File: config.mk
export PLATFORM = sky130hd
export DESIGN_NAME = adc_byte_reader
export DESIGN_NICKNAME = d
export VERILOG_FILES = /design/src/rtl/adc_byte_reader.sv
export SDC_FILE = /design/constraint.sdc
export NUM_CORES = 1
export LEC_CHECK = 0
export CORE_ASPECT_RATIO = 1.25
export CORE_UTILIZATION = 44
export CTS_CLUSTER_SIZE = 28
export DETAILED_ROUTE_END_ITERATION = 16
export PLACE_DENSITY_LB_ADDON = 0.08
export SYNTH_ARGS = -nofsm -noshare
export SYNTH_HDL_FRONTEND = slang
export SYNTH_SLANG_ARGS = --single-unit
File: constraint.sdc
create_clock -name clk -period 1.8 [get_ports clk]
set_input_delay 0.18 -clock clk [delete_from_list [all_inputs] [get_ports clk]]
set_output_delay 0.18 -clock clk [all_outputs]
set_load 0.02 [all_outputs]
File: src/rtl/adc_byte_reader.sv
module adc_byte_reader #(
  parameter int BYTE_W        = 8,
  parameter int CONV_CYCLES   = 3,
  parameter int ACCESS_CYCLES = 4
) (
  input  logic                clk,
  input  logic                rst_n,
  input  logic                start_i,
  output logic                ready_o,
  output logic                adc_rc_o,
  output logic                adc_cs_n_o,
  output logic                adc_byte_sel_o,
  output logic                adc_par_sel_o,
  input  logic [BYTE_W-1:0]   adc_data_i,
  input  logic                adc_busy_i,
  output logic [2*BYTE_W-1:0] word_o,
  output logic                done_o
);
  localparam int MAXC = (CONV_CYCLES > ACCESS_CYCLES) ? CONV_CYCLES : ACCESS_CYCLES;
  localparam int CW   = $clog2(MAXC + 1);
  localparam logic [CW-1:0] CONV_LD = CW'(CONV_CYCLES - 1);
  localparam logic [CW-1:0] ACC_LD  = CW'(ACCESS_CYCLES - 1);

  typedef enum logic [2:0] {S_IDLE, S_CONV, S_WAIT, S_HI, S_LO} state_t;

  state_t            st;
  logic [CW-1:0]     cnt;
  logic              busy_q;
  logic [BYTE_W-1:0] hi_q;

  wire busy_rise = adc_busy_i & ~busy_q;
  wire cnt_zero  = (cnt == '0);

  assign ready_o       = (st == S_IDLE);
  assign adc_par_sel_o = 1'b1;

  always_ff @(posedge clk or negedge rst_n) begin
    if (!rst_n) begin
      st             <= S_IDLE;
      cnt            <= '0;
      busy_q         <= 1'b1;
      hi_q           <= '0;
      word_o         <= '0;
      done_o         <= 1'b0;
      adc_rc_o       <= 1'b1;
      adc_cs_n_o     <= 1'b1;
      adc_byte_sel_o <= 1'b0;
    end else begin
      busy_q <= adc_busy_i;
      done_o <= 1'b0;
      unique case (st)
        S_IDLE: if (start_i) begin
          adc_rc_o   <= 1'b0;
          adc_cs_n_o <= 1'b0;
          cnt        <= CONV_LD;
          st         <= S_CONV;
        end
        S_CONV: if (cnt_zero) begin
          adc_rc_o   <= 1'b1;
          adc_cs_n_o <= 1'b1;
          st         <= S_WAIT;
        end else cnt <= cnt - 1'b1;
        S_WAIT: if (busy_rise) begin
          adc_cs_n_o     <= 1'b0;
          adc_byte_sel_o <= 1'b0;
          cnt            <= ACC_LD;
          st             <= S_HI;
        end
        S_HI: if (cnt_zero) begin
          hi_q           <= adc_data_i;
          adc_byte_sel_o <= 1'b1;
          cnt            <= ACC_LD;
          st             <= S_LO;
        end else cnt <= cnt - 1'b1;
        S_LO: if (cnt_zero) begin
          word_o         <= {hi_q, adc_data_i};
          done_o         <= 1'b1;
          adc_cs_n_o     <= 1'b1;
          adc_byte_sel_o <= 1'b0;
          st             <= S_IDLE;
        end else cnt <= cnt - 1'b1;
        default: st <= S_IDLE;
      endcase
    end
  end
endmodule

======== Word-level counts from Yosys, hierarchy flattened ========
Index checks and enable logic that the tools add are counted.
storage, ports and cells
  flip-flop bits (word level) ............. 35
  word-level logic and storage cells ...... 56
  output and inout bits ................... 22
  input port bits ......................... 12
operators by class
  add/sub/neg operators ................... 1
  equal/unequal tests ..................... 11
  bitwise gates (word level) .............. 2
  reduce and logical (&&, ||, !) cells .... 14
  multiplexer cells ....................... 19
operators by type and width
  cell                   number
  $mux W3                8
  $pmux W3 S5            1
  $ne A2 B2 Y1 const B   6
  $pmux W3 S4            1
  $reduce_and A4 Y1      3
  $eq A3 B2 Y1 const B   2
  $logic_not A3 Y1       2
  $mux W1                6
  $pmux W1 S3            2
  $reduce_bool A3 Y1     2
  $reduce_and A5 Y1      1
  $reduce_and A2 Y1      2
  $reduce_bool A4 Y1     1
  $eq A3 B1 Y1 const B   1
  $eq A3 B3 Y1 const B   1
  $reduce_and A3 Y1      1
  $sub A3 B1 Y3 const B  1
  $ne A2 B1 Y1 const B   1
  $pmux W1 S2            1
  $reduce_bool A2 Y1     1
  $reduce_or A2 Y1       1
  $and A1 B1 Y1          1
  $not A1 Y1             1

======== Longest topological paths before layout ========
Gate-level depths: netlist of the first run.
  depth in word-level cells ............... 4
  gate-level depth with buffers ........... 6
  mapped depth without buffers ............ 6

======== Worst setup path before layout of the first run ========
Ideal clock, no wire load.
  path type ............................... reg2reg
  start point ............................. register cnt[0]
  end point ............................... register hi_q[0]
  slack ................................... 0.057 ns
  stages on the path, launching flop included .. 7
  period minus slack after synthesis ...... 1.743 ns
  data required time ...................... 1.675 ns
  data arrival time ....................... 1.618 ns
  library setup time ...................... 0.125 ns
  path buffers ............................ 0
  cell sequence ........................... dfrtp_1 > inv_1 > ha_1 > and2b_2 > nand2_2 > nor3b_4 > mux2_2
between the ends
  cells in the longest elaborated chain, start to end .. 2
RTL lines
  what                                RTL line  text
  from (decl)                         27        logic [CW-1:0] cnt;
  from (signal assigned)              62        end else cnt <= cnt - 1'b1;
  from (signal assigned)              74        end else cnt <= cnt - 1'b1;
  from (signal assigned)              81        end else cnt <= cnt - 1'b1;
  $logic_not A3 Y1                    32        wire cnt_zero = (cnt == '0);
  $reduce_and A2 Y1 (no source line)  n/a
  to (signal assigned)                70        hi_q <= adc_data_i;
  to (decl)                           29        logic [BYTE_W-1:0] hi_q;
No other way between the ends.
A chain may end at the register's enable or synchronous reset.

======== Final worst setup path of the first run ========
  start point ............................. register cnt[1]
  end point ............................... register hi_q[1]
The elaborated chain is that of the path after synthesis.

==> results.json, run 1 <==
{
  "antenna_found_initial": 0,
  "grt_max_degree": 36,
  "switching_power_uw": 964,
  "n_antenna_cell": 0,
  "wl_per_cell_um": 15.2,
  "first_iter_violations": 16,
  "seq_area_frac_synth_pct": 56.6,
  "fin_crit_ns": 1.80,
  "via_count": 1070,
  "rr_worst_depth": 8,
  "crit_path_end_kind": "flip-flop",
  "pwr-share-clk_pct": 20.1,
  "cts_tree": "built",
  "overflow": 0,
  "gp_congestion": 0.727,
  "die_x_um": 55.1,
  "finalMaxSlewViolations": 0,
  "yosys.cell_types.count": 37,
  "p_per_area_nw_per_um2": 1390,
  "die_area_um2": 3770,
  "clock_path_buffers": 2,
  "synth_warnings": 0,
  "fmax_ghz": 0.557,
  "hold_path_class": "input pin to asynchronous set/reset pin",
  "drive_gt1_share_pct": 33.5,
  "nets": 180,
  "synth-seq-cells": 35,
  "grt_pass1_vias": 1050,
  "cts_sinks": 35,
  "rr_startpoint": "cnt[1]",
  "rsz0062_at_grt": "true",
  "cp-startpoint": "cnt[1]",
  "drc_errors": 0,
  "grt_usage_pct": 18.2,
  "crit_chain": "inv_2, ha_4, and2b_2, nand2_4, nor3b_4, buf_12, buf_8, mux2_4",
  "synth_nets": 134,
  "maxCapViolCount": 0,
  "dpl.hpwl_um": 1990,
  "critical_path.startpoint_type": "flip-flop",
  "io_buffers": 32,
  "wl_met1_um": 1290,
  "grt_pass1_wl_um": 4640,
  "ir_worst_vdd_mv": 0.831,
  "synth-edff-count": 0,
  "p_int_mw": 2.03,
  "viasPerCell": 5.25,
  "skew_ns": 0.00299,
  "fin_area_um2": 2160,
  "top_layer": "met4",
  "seqPwrFrac_pct": 41.0,
  "cp_max_fo": 4,
  "worstPathRequired_ns": 1.97,
  "ys.flop_type": "dfrtp_1",
  "clock_latency_ns": 0.28,
  "rows": 23,
  "pwr-share-comb_pct": 38.9,
  "synth_area_leaders": "dfrtp_1, mux2_2, dfstp_2",
  "io_pins": 34,
  "mostFrequentLayoutCells": "dfrtp_1, clkdlybuf4s50_1, mux2_2, buf_4",
  "setup_viol": 0,
  "start_util_pct": 47.3,
  "wirelength_um": 3100,
  "synthArstFlopShare_pct": 100,
  "placed_area_um2": 1960,
  "power.share.switching_pct": 32.1,
  "rr_endpoint": "hi_q[1]",
  "hold_viol_final": 0,
  "fin_crit_sh_pct": 99.8,
  "cts_buffers": 5,
  "dr.pass1.iters": 4,
  "ctsHtreeMaxLevel": 2,
  "routed-wl-met3_um": 141,
  "route.met2.wl_um": 1620,
  "coreArea_um2": 3280,
  "synth_top_area_cell": "dfrtp_1",
  "final_antenna_net_count": 0,
  "leakagePower_nw": 0.994,
  "worstPathArrival_ns": 1.96,
  "final_common_cell": "dfrtp_1",
  "yosys.area.top_type_share_pct": 51.6,
  "worstSetupPathType": "flip-flop to flip-flop",
  "hold_buffers": 0,
  "whs_ns": 0.303,
  "die_h_um": 68.4,
  "clkTransAtPathRegs_ns": 0.06,
  "avgSynthCellArea_um2": 12.9,
  "synthToLayoutAreaGrowth_pct": 39.1,
  "reg2reg_slack_ns": 0.004,
  "clockRootBuffer": "clkbuf_8",
  "critPathMaxStageDelay_ns": 0.39,
  "crit_slowest_cell": "dfrtp_1",
  "syn_inst": 120,
  "status": "complete, no violations",
  "synth_area_um2": 1550
}
## per-stage QoR
| stage | total power [mW] | utilization (%) | cells | worst slack [ns] | TNS [ns] |
|---|---|---|---|---|---|
| 2_1_floorplan | 1.87 | - | 120 | 0.0575 | 0 |
| 3_5_place_dp | 2.25 | 59.6 | 190 | 0.00333 | 0 |
| 6_report | 3.00 | 65.8 | 204 | 0.00361 | 0 |
| 3_3_place_gp | 2.21 | 59.6 | 190 | 0.0286 | 0 |
| 5_1_grt | 3.19 | 65.8 | 204 | -0.0595 | -0.347 |
| 4_1_cts | 2.86 | 62.7 | 198 | 0.0147 | 0 |
## cells by family after synthesis
family / Yosys count / share of synthesized area, %
adder cells (fa/ha/maj): 2 / 1.61
buffers and inverters: 9 / 3.06
multiplexers: 25 / 18.1
AO/OA/AOI/OAI: 17 / 7.09
XOR/XNOR: 2 / 1.13
other: 1 / 0.242
AND/OR/NAND/NOR: 29 / 12.2
flip-flops: 35 / 56.6
## power by group through the flow
stage	combinational [mW]	clock [mW]	sequential [mW]
6_report	1.17	0.603	1.23
3_3_place_gp	0.997	0	1.21
5_1_grt	1.27	0.655	1.26
4_1_cts	1.02	0.624	1.21
3_5_place_dp	1.02	0	1.23
2_1_floorplan	0.629	0	1.24
## layer usage
layer,vias up,global-route usage (%)
met5,-,0
li1,512,-
met3,6,6.00
met1,527,20.1
met4,0,8.44
met2,25,30.9
## registers in the layout, indices dropped and copies added, names as in the netlist, 3 cells and up
name / count
cnt: 3
word_o: 16
hi_q: 8
st: 3
## worst max-delay path by stage
stage | endpoint | slack [ns] | cells past startpoint
after detailed placement | cnt[2] | 0.003 | 5
final | hi_q[1] | 0.004 | 8
after global routing | hi_q[5] | -0.06 | 8
after floorplan | hi_q[0] | 0.06 | 6
after CTS | hi_q[1] | 0.01 | 7
after global placement | cnt[2] | 0.03 | 5
## layout make-up
cell class                 instances  area [µm²]
tap                               37        46.3
clock buffer                       8         100
timing repair buffer              44         449
inverter                           4        15.0
sequential                        35         880
fill                             253        1120
multi-input combinational         76         669
## timing repair
| action | in CTS | in global routing |
|---|---|---|
| setup buffers | 0 | 6 |
| gates resized for setup | 1 | 18 |
| setup endpoints to repair | 4 | 8 |
| gates cloned | 0 | 0 |
| pin swaps | 1 | 2 |
## synthesized netlist by cell type (3+ instances only)
cell type	n
dfrtp_1	32
mux2_2	24
nor2_1	6
a21oi_1	5
inv_1	4
nand2_1	4
buf_4	3
dfstp_2	3
nand2b_1	3
o21ai_0	3
## critical path: cells and delay by family (launching register included)
| family | cells | cell delay, ns |
|---|---|---|
| adders and majority gates | 1 | 0.14 |
| buffers and inverters | 3 | 0.34 |
| DFF | 1 | 0.39 |
| muxes | 1 | 0.30 |
| and+or+nand+nor | 3 | 0.51 |
No activity file was read; power rests on OpenSTA's default activity.
==> run 2: changes to the inputs <==
--- a/config.mk
+++ b/config.mk
@@ -9,6 +9,7 @@
 export CORE_UTILIZATION = 44
 export CTS_CLUSTER_SIZE = 28
 export DETAILED_ROUTE_END_ITERATION = 16
+export GPL_TIMING_DRIVEN = 1
 export PLACE_DENSITY_LB_ADDON = 0.08
 export SYNTH_ARGS = -nofsm -noshare
 export SYNTH_HDL_FRONTEND = slang
==> results of run 2 <==
Same layout as run 1: the final DEF is identical, and so are final timing and power.
==> run 3: changes to the inputs <==
--- a/config.mk
+++ b/config.mk
@@ -5,12 +5,13 @@
 export SDC_FILE = /design/constraint.sdc
 export NUM_CORES = 1
 export LEC_CHECK = 0
-export CORE_ASPECT_RATIO = 1.25
+export CORE_ASPECT_RATIO = 0.7
 export CORE_UTILIZATION = 44
 export CTS_CLUSTER_SIZE = 28
 export DETAILED_ROUTE_END_ITERATION = 16
-export GPL_TIMING_DRIVEN = 1
+export GPL_TIMING_DRIVEN = 0
 export PLACE_DENSITY_LB_ADDON = 0.08
+export SKIP_CTS_REPAIR_TIMING = 1
 export SYNTH_ARGS = -nofsm -noshare
 export SYNTH_HDL_FRONTEND = slang
 export SYNTH_SLANG_ARGS = --single-unit
==> run 3 against run 2 <==
Global-route usage shrank 0.71 points. Sequential power down 6%. Critical path type unchanged. Largest cell class unchanged. Via count grew 1.6%. Largest power group is now combinational cells. The run now ends with negative hold slack left. Maximum frequency fell by 0.15%.
==> results.json, run 3 (synthesized netlist as in run 1, its figures left out) <==
{
  "status": "finished with violations",
  "violations": "negative hold slack",
  "nets": 184,
  "fmax_ghz": 0.556,
  "cp_max_fo": 4,
  "wirelength_um": 3100,
  "reg2reg_slack_ns": 0.001,
  "gp_congestion": 0.779,
  "clockRootBuffer": "clkbuf_8",
  "drc_errors": 0,
  "endpoint": "hi_q[7]",
  "worstSetupPathType": "flip-flop to flip-flop",
  "placed_cells": 199,
  "leakagePower_nw": 1.02,
  "final_util_pct": 67.2,
  "largest_reg_flops": 16,
  "fin_area_um2": 2190,
  "coreArea_um2": 3250,
  "grt_pass1_wl_um": 4720,
  "register_area_um2": 880,
  "crit_path_end_kind": "flip-flop",
  "setup_viol": 0,
  "ir_worst_vdd_mv": 0.931,
  "first_iter_violations": 52,
  "cts_sinks": 35,
  "relSlewSlack_pct": 49.3,
  "fillers": 236,
  "clock_latency_ns": 0.29,
  "fin_cells": 218,
  "n_antenna_cell": 0,
  "die_x_um": 73,
  "io_buffers": 32,
  "rr_endpoint": "hi_q[7]",
  "io_pins": 34,
  "maxCapViolCount": 0,
  "final_common_cell": "dfrtp_1",
  "synthToLayoutAreaGrowth_pct": 40.8,
  "rows": 17,
  "mostFrequentLayoutCells": "dfrtp_1, clkdlybuf4s50_1, mux2_2, buf_4",
  "cts_tree": "built",
  "cts_buffers": 5,
  "wl_per_cell_um": 14.2,
  "rr_worst_depth": 8,
  "clock_path_buffers": 2,
  "start_util_pct": 47.7,
  "reg.largest.list": "word_o (16), hi_q (8)",
  "worstPathArrival_ns": 1.97,
  "grt_pass1_vias": 1018,
  "finalMaxSlewViolations": 0,
  "fin_crit_ns": 1.80,
  "final_antenna_net_count": 0,
  "cp-startpoint": "cnt[1]",
  "hold_path_class": "input pin to asynchronous set/reset pin",
  "die_h_um": 51.7,
  "top_register": "word_o",
  "rsz0062_at_grt": "true",
  "rr_startpoint": "cnt[1]",
  "die_area_um2": 3770,
  "grt_max_degree": 36,
  "worstPathRequired_ns": 1.97,
  "drive_gt1_share_pct": 35.7,
  "fin_crit_sh_pct": 99.9,
  "multi_input_area_um2": 669,
  "critical_path.startpoint_type": "flip-flop",
  "grt_usage_pct": 17.5,
  "ctsHtreeMaxLevel": 2,
  "placed_area_um2": 1930,
  "antenna_found_initial": 0,
  "p_per_area_nw_per_um2": 1410,
  "clkTransAtPathRegs_ns": 0.07,
  "worst_pin_slew_ns": 0.761,
  "skew_ns": 0.00943,
  "via_count": 1087,
  "dr.pass1.iters": 4,
  "hold_viol_final": 32,
  "whs_ns": -0.0464,
  "viasPerCell": 4.99,
  "overflow": 0,
  "dpl.hpwl_um": 1930
}
==> run 3: how the worst min path moves through the flow <==
stage,from,to,slack [ns]
final,rst_n,adc_byte_sel_o,-0.05
after global routing,rst_n,adc_byte_sel_o,0.01
after CTS,rst_n,word_o[5],-0.02
after global placement,hi_q[6],word_o[14],0.48
after floorplan,rst_n,adc_byte_sel_o,-0.12
after detailed placement,rst_n,word_o[5],0.30
==> run 3: layout make-up <==
cell class	instances	share of cell area (%)
well taps	47	2.69
repair buffers	43	19.6
flip-flops and latches	35	40.2
inverters	4	0.687
multi-input cells	76	30.6
plain buffers	5	1.60
clock buffers	8	4.58
==> run 3: through the flow <==
stage | power [mW] | TNS (ns) | setup slack [ns]
final | 3.07 | 0 | 0.000954
after global routing | 3.28 | -0.918 | -0.0667
after detailed placement | 2.23 | -2.29 | -0.207
after CTS | 2.86 | -2.72 | -0.225
after global placement | 2.19 | -8.48 | -0.205
after floorplan | 1.87 | 0 | 0.0575
==> run 3: critical path: stages (launching register included) <==
cell and delay [ns]:
dfrtp_1 0.40, inv_2 0.09, ha_4 0.13, and2b_2 0.22, nand2_4 0.08, nor3b_4 0.21
buf_12 0.14, buf_8 0.11, mux2_4 0.29
==> run 3: power breakdown <==
part	total (mW)	internal [mW]	switching, mW
registers	1.16	1.03	0.132
clock network	0.622	0.349	0.273
logic	1.29	0.702	0.587
==> run 3: metal layers <==
metal  GRT usage (%)  vias up  share of wire (%)
li1                -      518                  -
met4            5.88        0                1.3
met2            25.5       26                 42
met5               0        -                  0
met3            7.95        5                5.4
met1            23.1      538                 51
